<file path="src/rtl/spi_hold_pkg.sv">
package spi_hold_pkg;

  // Strobes sent from control to datapath, valid for one system clock.
  typedef struct packed {
    logic frameClr;    // select inactive: clear counters
    logic frameStart;  // select just opened: load first transmit byte
    logic shiftIn;     // accepted rising serial-clock edge
    logic shiftOut;    // accepted falling serial-clock edge (after a rise)
  } ctrl_strobe_t;

endpackage

</file>
<file path="src/rtl/spi_hold_sync.sv">
module spi_hold_sync #(
  parameter int W = 4,
  parameter logic [W-1:0] RESET_VAL = '0
) (
  input  logic         clk,
  input  logic         rstN,
  input  logic [W-1:0] asyncIn,
  output logic [W-1:0] syncOut
);

  for (genvar g = 0; g < W; g++) begin : g_bit
    logic stage1;
    logic stage2;
    always_ff @(posedge clk or negedge rstN) begin
      if (!rstN) begin
        stage1 <= RESET_VAL[g];
        stage2 <= RESET_VAL[g];
      end else begin
        stage1 <= asyncIn[g];
        stage2 <= stage1;
      end
    end
    assign syncOut[g] = stage2;
  end

endmodule

</file>
<file path="src/rtl/spi_hold_ctrl.sv">
module spi_hold_ctrl
  import spi_hold_pkg::*;
(
  input  logic         clk,
  input  logic         rstN,
  input  logic         csSync,
  input  logic         sckSync,
  input  logic         holdSync,
  output ctrl_strobe_t st,
  output logic         soEn
);

  logic sckQ;
  logic csQ;
  logic holdState;
  logic holdNext;
  logic sawRise;
  logic csActive;
  logic sckRise;
  logic sckFall;
  logic gate;

  assign csActive = !csSync;
  assign sckRise  = !sckQ && sckSync;
  assign sckFall  = sckQ && !sckSync;
  assign gate     = csActive && !holdState;

  // Hold can change only while the serial clock is low.
  always_comb begin
    holdNext = holdState;
    if (!csActive)     holdNext = 1'b0;
    else if (!sckSync) holdNext = !holdSync;
  end

  always_ff @(posedge clk or negedge rstN) begin
    if (!rstN) begin
      sckQ      <= 1'b0;
      csQ       <= 1'b1;
      holdState <= 1'b0;
      sawRise   <= 1'b0;
    end else begin
      sckQ      <= sckSync;
      csQ       <= csSync;
      holdState <= holdNext;
      if (!csActive)              sawRise <= 1'b0;
      else if (sckRise && gate)   sawRise <= 1'b1;
    end
  end

  always_comb begin
    st            = '0;
    st.frameClr   = !csActive;
    st.frameStart = csQ && !csSync;
    st.shiftIn    = sckRise && gate;
    st.shiftOut   = sckFall && gate && sawRise;
  end

  assign soEn = gate;

  AST_HOLD_ENTRY_SCKLOW: assert property (@(posedge clk) disable iff (!rstN)
    $rose(holdState) |-> $past(!sckSync));

  AST_HOLD_EXIT_SCKLOW: assert property (@(posedge clk) disable iff (!rstN)
    $fell(holdState) |-> ($past(!sckSync) || $past(csSync)));

  AST_HOLD_NO_SHIFT: assert property (@(posedge clk) disable iff (!rstN)
    holdState |-> (!st.shiftIn && !st.shiftOut));

  AST_CS_ENDS_HOLD: assert property (@(posedge clk) disable iff (!rstN)
    csSync |=> !holdState);

endmodule

</file>
<file path="src/rtl/spi_hold_dp.sv">
module spi_hold_dp
  import spi_hold_pkg::*;
#(
  parameter int DW = 8,
  parameter int IW = 8
) (
  input  logic          clk,
  input  logic          rstN,
  input  ctrl_strobe_t  st,
  input  logic          siSync,
  input  logic [DW-1:0] txData,
  output logic          txTake,
  output logic          rxValid,
  output logic [DW-1:0] rxByte,
  output logic [IW-1:0] rxIndex,
  output logic          so
);

  localparam int CW = (DW > 1) ? $clog2(DW) : 1;
  localparam logic [CW-1:0] LAST_BIT = CW'(DW - 1);

  logic [CW-1:0] bitCnt;
  logic [IW-1:0] byteCnt;
  logic [DW-1:0] rxSh;
  logic [DW-1:0] txSh;
  logic [DW-1:0] rxNext;

  assign rxNext = {rxSh[DW-2:0], siSync};

  always_ff @(posedge clk or negedge rstN) begin
    if (!rstN) begin
      bitCnt  <= '0;
      byteCnt <= '0;
      rxSh    <= '0;
      txSh    <= '0;
      rxValid <= 1'b0;
      rxByte  <= '0;
      rxIndex <= '0;
      txTake  <= 1'b0;
    end else begin
      rxValid <= 1'b0;
      txTake  <= 1'b0;
      if (st.frameClr) begin
        bitCnt  <= '0;
        byteCnt <= '0;
      end else begin
        if (st.frameStart) begin
          txSh   <= txData;
          txTake <= 1'b1;
        end
        if (st.shiftIn) begin
          rxSh <= rxNext;
          if (bitCnt == LAST_BIT) begin
            bitCnt  <= '0;
            rxValid <= 1'b1;
            rxByte  <= rxNext;
            rxIndex <= byteCnt;
            byteCnt <= byteCnt + 1'b1;
          end else begin
            bitCnt <= bitCnt + 1'b1;
          end
        end
        if (st.shiftOut) begin
          if (bitCnt == '0) begin
            txSh   <= txData;
            txTake <= 1'b1;
          end else begin
            txSh <= {txSh[DW-2:0], 1'b0};
          end
        end
      end
    end
  end

  assign so = txSh[DW-1];

  AST_RX_FROM_EDGE: assert property (@(posedge clk) disable iff (!rstN)
    rxValid |-> $past(st.shiftIn));

  AST_TAKE_FROM_LOAD: assert property (@(posedge clk) disable iff (!rstN)
    txTake |-> ($past(st.frameStart) || $past(st.shiftOut)));

  AST_NO_RX_WHEN_IDLE: assert property (@(posedge clk) disable iff (!rstN)
    st.frameClr |=> !rxValid);

endmodule

</file>
<file path="src/rtl/spi_hold_slave.sv">
module spi_hold_slave
  import spi_hold_pkg::*;
#(
  parameter int DW = 8,
  parameter int IW = 8
) (
  input  logic          clk,
  input  logic          rstN,
  input  logic          csN,
  input  logic          sck,
  input  logic          si,
  input  logic          holdN,
  input  logic [DW-1:0] txData,
  output logic          txTake,
  output logic          rxValid,
  output logic [DW-1:0] rxByte,
  output logic [IW-1:0] rxIndex,
  output logic          so,
  output logic          soEn
);

  // Order: {holdN, si, sck, csN}; select and hold reset inactive.
  localparam logic [3:0] SYNC_RST = 4'b1001;

  logic [3:0]   syncVec;
  ctrl_strobe_t st;

  spi_hold_sync #(.W(4), .RESET_VAL(SYNC_RST)) u_sync (
    .clk     (clk),
    .rstN    (rstN),
    .asyncIn ({holdN, si, sck, csN}),
    .syncOut (syncVec)
  );

  spi_hold_ctrl u_ctrl (
    .clk      (clk),
    .rstN     (rstN),
    .csSync   (syncVec[0]),
    .sckSync  (syncVec[1]),
    .holdSync (syncVec[3]),
    .st       (st),
    .soEn     (soEn)
  );

  spi_hold_dp #(.DW(DW), .IW(IW)) u_dp (
    .clk     (clk),
    .rstN    (rstN),
    .st      (st),
    .siSync  (syncVec[2]),
    .txData  (txData),
    .txTake  (txTake),
    .rxValid (rxValid),
    .rxByte  (rxByte),
    .rxIndex (rxIndex),
    .so      (so)
  );

  AST_SOEN_NEEDS_CS: assert property (@(posedge clk) disable iff (!rstN)
    soEn |-> !syncVec[0]);

endmodule

</file>
<file path="config.mk">
export PLATFORM = sky130hd
export DESIGN_NAME = spi_hold_slave
export DESIGN_NICKNAME = d
export VERILOG_FILES = /design/src/rtl/spi_hold_pkg.sv /design/src/rtl/spi_hold_sync.sv /design/src/rtl/spi_hold_ctrl.sv /design/src/rtl/spi_hold_dp.sv /design/src/rtl/spi_hold_slave.sv
export SDC_FILE = /design/constraint.sdc
export NUM_CORES = 1
export LEC_CHECK = 0
export CELL_PAD_IN_SITES_DETAIL_PLACEMENT = 0
export CELL_PAD_IN_SITES_GLOBAL_PLACEMENT = 1
export CORE_MARGIN = 4
export CORE_UTILIZATION = 46
export DETAILED_ROUTE_END_ITERATION = 7
export PLACE_DENSITY = 0.87
export SLEW_MARGIN = 20
export SYNTH_ARGS = -nofsm -noshare
export SYNTH_HDL_FRONTEND = slang
export SYNTH_SLANG_ARGS = --single-unit
</file>
<file path="constraint.sdc">
create_clock -name clk -period 3 [get_ports clk]
set_input_delay 0.9 -clock clk [delete_from_list [all_inputs] [get_ports clk]]
set_output_delay 0.9 -clock clk [all_outputs]
set_load 0.05 [all_outputs]
</file>
## After elaboration in Yosys (flattened, before gate mapping)

Index checks and enable logic that the tools add are counted.
Widths: inputs -> output; s select.

- Register bits: 56
- Output and inout port bits: 20

- Add/sub/neg operators: 2
- Equality and inequality tests: 2
- Muxes and demuxes: 20
- Bitwise logic cells: 1
- Reductions and logical operators: 20

Operators with widths:

| cell | count |
|---|---|
| $mux 8 | 6 |
| $mux 1 | 11 |
| $mux 3 | 3 |
| $add 8x1->8 const B | 1 |
| $logic_and 1x1->1 | 7 |
| $reduce_and 2->1 | 3 |
| $reduce_bool 2->1 | 3 |
| $logic_not 1->1 | 5 |
| $add 3x1->3 const B | 1 |
| $eq 3x3->1 const B | 1 |
| $logic_not 3->1 | 1 |
| $reduce_and 3->1 | 1 |
| $ne 2x1->1 const B | 1 |
| $not 1->1 | 1 |

## Depth between registers and ports, before layout

Gate-level depths: netlist (run 1).

- Word-level depth: 6
- Depth in mapped cells: 7

## By module

A second synthesis (run 1) with hierarchy kept.

- Cell total of the unflattened synthesis: 184
- Area, all modules: 2312.2 sq um

By module, submodules not included:

| module | instances | cells an instance | area each (sq um) | sequential area each (sq um) |
|---|---|---|---|---|
| spi_hold_dp | 1 | 158 | 1904.3 | 1101.1 |
| spi_hold_sync | 1 | 12 | 235.2 | 205.2 |
| spi_hold_ctrl | 1 | 14 | 172.7 | 101.3 |

## Worst setup path before layout (run 1)

Ideal clock, no wire load.

- Kind: flip-flop to flip-flop
- Start point: reg u_ctrl.holdState
- End point: reg u_dp.txSh[1]
- Library setup time: 0.138 ns
- Arrival time: 1.969 ns
- Required time: 2.862 ns
- Slack: 0.893 ns
- Stages on the path, launching flop included: 6
- Path buffers: 1
- Clock period less this slack: 2.107 ns
- Cell sequence: dfrtp_1 nor2_1 or4b_1 buf_2 mux2i_1 o21ai_0

- Word-level cells in the longest chain between the ends: 6
- Elaborated cells between the ends (all ways): 7
- Classes of those cells: mux (1); reduce/logical (6)

Ends and longest elaborated chain:

| element | RTL line | RTL |
|---|---|---|
| from (decl) | spi_hold_ctrl.sv:15 | `logic holdState;` |
| from (signal assigned) | spi_hold_ctrl.sv:44 | `holdState <= holdNext;` |
| $logic_not 1->1 * | spi_hold_ctrl.sv:26 | `assign gate = csActive && !holdState;` |
| $logic_and 1x1->1 * | spi_hold_ctrl.sv:26 |  |
| net soEn | spi_hold_slave.sv:19 | `output logic soEn` |
| $logic_and 1x1->1 * (2 in series) | spi_hold_ctrl.sv:55 | `st.shiftOut = sckFall && gate && sawRise;` |
| $reduce_bool 2->1 (no line) | - |  |
| $reduce_and 2->1 (no line) | - |  |
| to (signal assigned) | spi_hold_dp.sv:48 | `txSh <= txData;` |
| to (signal assigned) | spi_hold_dp.sv:65 | `txSh <= txData;` |
| to (signal assigned) | spi_hold_dp.sv:68 | `txSh <= {txSh[DW-2:0], 1'b0};` |
| to (decl) | spi_hold_dp.sv:25 | `logic [DW-1:0] txSh;` |

Mark *: on every way through the listed nets, which the timed path passes. The rest lies on a longest branch.
A chain may end at the register's enable or synchronous reset.

## Final worst setup path (run 1)

- Start point: reg u_sync.g_bit[0].stage2
- End point: out soEn

- Word-level cells in the longest chain between the ends: 2

Ends and longest elaborated chain:

| element | RTL line | RTL |
|---|---|---|
| from (decl) | spi_hold_sync.sv:13 | `logic stage2;` |
| from (signal assigned) | spi_hold_sync.sv:17 | `stage2 <= RESET_VAL[g];` |
| from (signal assigned) | spi_hold_sync.sv:20 | `stage2 <= stage1;` |
| $logic_not 1->1 | spi_hold_ctrl.sv:23 | `assign csActive = !csSync;` |
| $logic_and 1x1->1 | spi_hold_ctrl.sv:26 |  |
| to (decl) | spi_hold_slave.sv:19 |  |

No other way between the ends.

==> reports/metrics.csv, run 1 <==
metric,value,unit
outcome,completed,
relSlewSlack,0.408,
synth_area_leader_cell,dfrtp_1,
synth_top_family_by_area,multiplexers,
cts_inserted_buffers,5,
die_w,77.5,um
grt_max_degree,57,
critical_path.max_stage_delay,0.72,ns
globalRoute.totalOverflow,0,
synthAdderAreaFrac,0.0225,
syn_area_per_cell,13.2,sq um
vias,1356,
num_rows,25,
path_cells,nor2_1 -> clkdlybuf4s50_1,
met2WireLength,1860,um
yosysSeqAreaShare,0.633,
hold_viol_final,0,
hpwl,2570,um
critical_path_buf_inv_count,1,
max_freq,366,MHz
yosys.area.top_type_share,0.574,
ant_nets,0,
synth_warnings,0,
drtPass1Iterations,4,
syn_nets,186,
ys.flop_type,dfrtp_1,
end_kind,output pin,
cts_sinks,56,
synth_mux_area_frac,0.148,
vias_per_cell,5.26,
post_dp_cell_area,0.00261,sq mm
synthTopCellsByCount,"dfrtp_1 (51), mux2_2 (23), nand2_1 (16)",
netlist_top_cells_area,"dfrtp_1 (57%), mux2_2 (12%), dfstp_2 (5.9%)",
dr_wl_met3,189,um
hp-class,reg -> reg,
crit_type,reg -> out,
finalSetupTns,0,ns
synth_compound_area_frac,0.0529,
num_io_pins,34,
critical-path-top-delay-family,flip-flops,
synth_edf_count,0,
clock_latency,0.31,ns
grt_pass1_wl,6520,um
slew_violations,0,
h-tree-depth,2,
die_h,77.5,um
drt_iter0_markers,126,
drive_gt1_frac,0.206,
grt_pass1_vias,1448,
syn_inst,168,
async_flop_share,1.00,
routedWlPerCell,14.4,um
syn_area,0.00222,sq mm
clkSlewWorstSetupHoldPaths,0.10,ns
dieArea,0.00601,sq mm
routed_wl,3730,um
cp_max_fo,14,
antenna_found_initial,0,
cap_violations,0,
drc,0,
crit_slowest_cell,dfstp_2,
grt_setup_unrepaired,false,
period_share,0.910,
initial_core_util,0.474,
start_kind,flip-flop,
synth_cell_type_count,30,
fin_crit,2.73,ns
crit_arrival,1.83,ns
cts-root-buf,clkbuf_8,
m1WireLength,1630,um
p_leak,1.29,nW
required,2.10,ns
yosys.area_share.xor_xnor,0.0157,
fin_worst_skew,0.00753,ns
antenna_cells,0,
yosysMostFrequentCell,dfrtp_1,
p_per_area,546,mW/mm^2
nets,221,
cts_buffer_depth,2,
portBuffers,33,
area_growth,22.3,%
cts_tree,done,
grt.total_usage,0.137,
core_area,0.00469,sq mm
cts_resized,0,
final_cell_area,0.00272,sq mm
holdBufCountCts,0,
routed.top_layer,met4,
vdd_drop_max,0.330,mV
setup_viol,0,
place_congestion,0.754,
post_cts_buffers,0,
worst_pin_slew,0.883,ns
ys_seq_elements,56,
synth-simple-area-share,0.104,
[where the power goes]
group          leakage (nW)  switching, W  internal [W]
combinational         0.512     0.0000602     0.0000675
sequential            0.727     0.0000465      0.000821
clock                0.0548      0.000240      0.000251
[kinds of logic after synthesis]
group                      after synthesis
and+or+nand+nor                         42
adders and majority gates                4
DFF                                     56
buffers and inverters                   11
AOI/OAI and AO/OA                       21
xor gates and xnor gates                 4
muxes                                   30
[registers in the layout, indices dropped and copies added, names as in the netlist, 3 cells and up]
signal	flops
u_dp.bitCnt	3
u_dp.byteCnt	8
u_dp.rxByte	8
u_dp.rxIndex	8
u_dp.rxSh	7
u_dp.txSh	8
u_sync.g_bit.stage1	4
u_sync.g_bit.stage2	4
[layout make-up]
class	count	area, sq um
Clock inverter	3	46.3
Inverter	4	15.0
Fill cell	377	1970
Sequential cell	56	1410
Timing Repair Buffer	35	353
Tap cell	54	67.6
Clock buffer	5	68.8
Multi-Input combinational cell	101	763
[stage by stage]
stage / cells / util / total power (W) / setup slack, ns / hold slack (ns)
2_1_floorplan: 168 / - / 0.000945 / 0.893 / 0.331
3_3_place_gp: 250 / 0.555 / 0.00100 / 0.607 / 0.335
3_5_place_dp: 250 / 0.555 / 0.00101 / 0.591 / 0.338
4_1_cts: 258 / 0.580 / 0.00151 / 0.249 / 0.361
5_1_grt: 258 / 0.580 / 0.00156 / 0.199 / 0.363
6_report: 258 / 0.580 / 0.00149 / 0.269 / 0.360
[layer usage]
layer / GRT usage / vias to the layer above
li1: - / 650
met1: 0.162 / 666
met2: 0.234 / 33
met3: 0.0429 / 7
met4: 0.0498 / 0
met5: 0 / -
[path summary, 6_finish.rpt]
check	start	endpoint	slack [ns]	cells after the start
min in group asynchronous	rstN	u_dp.txSh[2]	0.57	2
worst min-delay path	u_sync.g_bit[2].stage1	u_sync.g_bit[2].stage2	0.36	0
max in group asynchronous	rstN	u_sync.g_bit[0].stage2	2.14	2
worst max-delay path	u_sync.g_bit[0].stage2	soEn	0.27	2
worst max register to register	u_dp.bitCnt[0]	u_dp.txSh[6]	1.00	6
worst min register to register	u_sync.g_bit[2].stage1	u_sync.g_bit[2].stage2	0.36	0
[cell usage in the layout, fill, tap and decap left out]
master,netlist,layout
a21oi_1,4,4
nand3_4,1,1
nand2_2,1,1
nand4_1,2,2
mux2_2,23,23
dfrtp_1,51,51
and2_1,1,1
nor4bb_1,1,1
nand3_1,3,3
dfstp_2,5,5
nand3b_1,1,1
nand2_1,16,16
and3_1,1,1
inv_1,4,4
clkinvlp_4,0,1
nor2b_1,1,1
o21ai_0,11,11
xor2_1,4,4
a21o_1,1,1
o31ai_1,3,3
ha_1,4,4
buf_2,4,1
mux2i_1,7,7
or3_1,2,2
buf_12,0,1
nor4b_4,1,1
buf_4,0,1
or4b_1,1,1
inv_6,0,1
nor2_1,10,10
clkdlybuf4s50_1,0,32
bufinv_16,0,1
o211ai_1,1,1
clkbuf_8,0,5
o21ai_1,1,1
Note: power is estimated with default switching activity, not from simulation.
==> inputs of run 2 (changes only) <==
- CORE_UTILIZATION: 46 -> 39
- CTS_CLUSTER_SIZE: default -> 28
- PLACE_DENSITY: 0.87 -> 0.79
- clock period: 3 -> 2.4 ns (I/O delays scaled with it)
==> run 2 against run 1 <==
Net effect:
- sequential cell count unchanged
- routed wire length fell by 7.1%
- core utilization fell by 8.6 points
- via count is 3.0% lower
- largest power group unchanged
==> reports/metrics.csv, run 2 (same netlist as run 1, synthesis figures left out) <==
metric,value,unit,change
drtPass1Iterations,3,,was 4
required,1.68,ns,was 2.10 ns
cts_resized,0,,unchanged
outcome,completed,,unchanged
power.total,0.00175,W,was 0.00149 W
routedWlPerCell,12.5,um,was 14.4 um
dieArea,0.00698,sq mm,was 0.00601 sq mm
cts_sinks,56,,unchanged
start_kind,flip-flop,,unchanged
cts_tree,done,,unchanged
nFillCells,521,,was 377
slew_violations,0,,unchanged
crit_type,reg -> out,,unchanged
p_per_area,643,mW/mm^2,was 546 mW/mm^2
worst_pin_slew,0.946,ns,was 0.883 ns
hp-class,reg -> reg,,unchanged
path_cells,clkdlybuf4s50_1,,was nor2_1 -> clkdlybuf4s50_1
cts-root-buf,clkbuf_8,,unchanged
drive_gt1_frac,0.211,,was 0.206
final_cell_mix,"dfrtp_1 (51), clkdlybuf4s50_1 (31), mux2_2 (23), nand2_1 (16), o21ai_0 (11)",,"was dfrtp_1 (51), clkdlybuf4s50_1 (32), mux2_2 (23), nand2_1 (16), o21ai_0 (11)"
vias_per_cell,4.76,,was 5.26
antenna_found_initial,0,,unchanged
p_comb_frac,0.091,,was 0.086
p_clk_frac,0.292,,was 0.331
p_leak,1.29,nW,about the same
seq_power_share,0.617,,was 0.584
portBuffers,33,,unchanged
r2r_setup_slack,0.39,ns,was 1.00 ns
grt_pass1_vias,1322,,was 1448
holdBufCountCts,0,,unchanged
post_cts_buffers,0,,unchanged
cap_violations,0,,unchanged
cp_max_fo,2,,was 14
h-tree-depth,2,,unchanged
end_kind,output pin,,unchanged
clkSlewWorstSetupHoldPaths,0.09,ns,was 0.10 ns
finalSetupTns,0,ns,unchanged
swShare,0.233,,about the same
hold_viol_final,0,,unchanged
crit_slowest_cell,clkdlybuf4s50_1,,was dfstp_2
clock_latency,0.30,ns,was 0.31 ns
crit_arrival,1.49,ns,was 1.83 ns
place_congestion,0.720,,was 0.754
fin_crit,2.21,ns,
cts_inserted_buffers,5,,unchanged
fin_cells,276,,was 258
period_share,0.920,,
nets,221,,unchanged
p_sw,0.000407,W,was 0.000347 W
grt.total_usage,0.105,,was 0.137
grt_max_degree,57,,unchanged
critical_path.max_stage_delay,0.81,ns,was 0.72 ns
cts_buffer_depth,2,,unchanged
fin_worst_skew,0.00506,ns,was 0.00753 ns
antenna_cells,0,,unchanged
vias,1315,,was 1356
grt_pass1_wl,6010,um,was 6520 um
critical_path_buf_inv_count,1,,unchanged
post-route-util,0.494,,was 0.580
grt_setup_unrepaired,false,,unchanged
vdd_drop_max,0.444,mV,was 0.330 mV
routed_wl,3460,um,was 3730 um
final_common_cell,dfrtp_1,,unchanged
p_int,0.00134,W,was 0.00114 W
die_w,83.5,um,was 77.5 um
core_area,0.00551,sq mm,was 0.00469 sq mm
hpwl,2390,um,was 2570 um
seq_area,0.00141,sq mm,unchanged
num_io_pins,34,,unchanged
placedCellCount,268,,was 250
area_growth,22.2,%,was 22.3%
initial_core_util,0.404,,was 0.474
max_freq,453,MHz,
multi_input_area,763,sq um,unchanged
drt_iter0_markers,42,,was 126
num_rows,27,,was 25
ant_nets,0,,unchanged
drc,0,,unchanged
globalRoute.totalOverflow,0,,unchanged
critical-path-top-delay-family,buffers and inverters,,was flip-flops
setup_viol,0,,unchanged
relSlewSlack,0.365,,was 0.408
die_h,83.5,um,was 77.5 um
==> run 2: cell count changes in the layout (fill, tap and decap cells not counted), sizes merged <==
cell / change
clkbuf: +1
bufinv: -1
clkdlybuf4s50: -1
inv: -1
clkinv: +2
buf: +1
clkinvlp: -1
==> run 2: worst paths after layout <==
kind	cells past startpoint	startpoint	end
max	1	u_dp.rxByte[3]	rxByte[3]
min	0	u_sync.g_bit[1].stage1	u_sync.g_bit[1].stage2
max reg2reg	6	u_dp.bitCnt[0]	u_dp.txSh[5]
min reg2reg	0	u_sync.g_bit[1].stage1	u_sync.g_bit[1].stage2
max in group asynchronous	2	rstN	u_ctrl.csQ
min in group asynchronous	2	rstN	u_sync.g_bit[1].stage1
==> run 2: final cells by class <==
| cell class | instances | share of cell area |
|---|---|---|
| multi-input cells | 101 | 0.281 |
| repair buffers | 35 | 0.129 |
| inverters | 4 | 0.00552 |
| clock inverters | 2 | 0.00368 |
| flip-flops and latches | 56 | 0.518 |
| clock buffers | 6 | 0.0304 |
| well taps | 72 | 0.0331 |
==> run 2: power by group through the flow <==
stage | sequential [W] | clock (W) | combinational, W
after floorplan | 0.00109 | 0 | 0.0000890
after global placement | 0.00110 | 0 | 0.000158
after detailed placement | 0.00110 | 0 | 0.000162
after CTS | 0.00108 | 0.000538 | 0.000162
after global routing | 0.00109 | 0.000572 | 0.000178
final | 0.00108 | 0.000511 | 0.000158
==> run 2: through the flow <==
step | setup WS [ns] | hold slack [ns] | cell area [sq um]
after detailed placement | 0.364 | 0.336 | 2630
final | 0.192 | 0.353 | 2720
after global placement | 0.391 | 0.333 | 2630
after floorplan | 0.293 | 0.331 | 2220
after global routing | 0.135 | 0.363 | 2720
after CTS | 0.172 | 0.358 | 2720
==> run 2: worst register-to-register path: cells and delay by family, from the launching register on <==
kind,cells,cell delay [ns]
flip-flops,1,0.37
adder cells (fa/ha/maj),1,0.19
multiplexers,1,0.25
AO/OA/AOI/OAI,1,0.10
buffers and inverters,1,0.07
AND/OR/NAND/NOR,2,0.87
==> run 2: routing by layer <==
layer  vias to the layer above  GRT usage  wire length [um]
met4                         0     0.0263                23
met3                         4     0.0385               169
met1                       638      0.129              1660
li1                        646          -                 -
met2                        27      0.175              1610
met5                         -          0                 0
==> inputs of run 3 (changes only) <==
- ABC_CLOCK_PERIOD_IN_PS: default -> 2400
==> results of run 3 <==
Same layout as run 2: the final DEF is identical, and so are final timing and power.
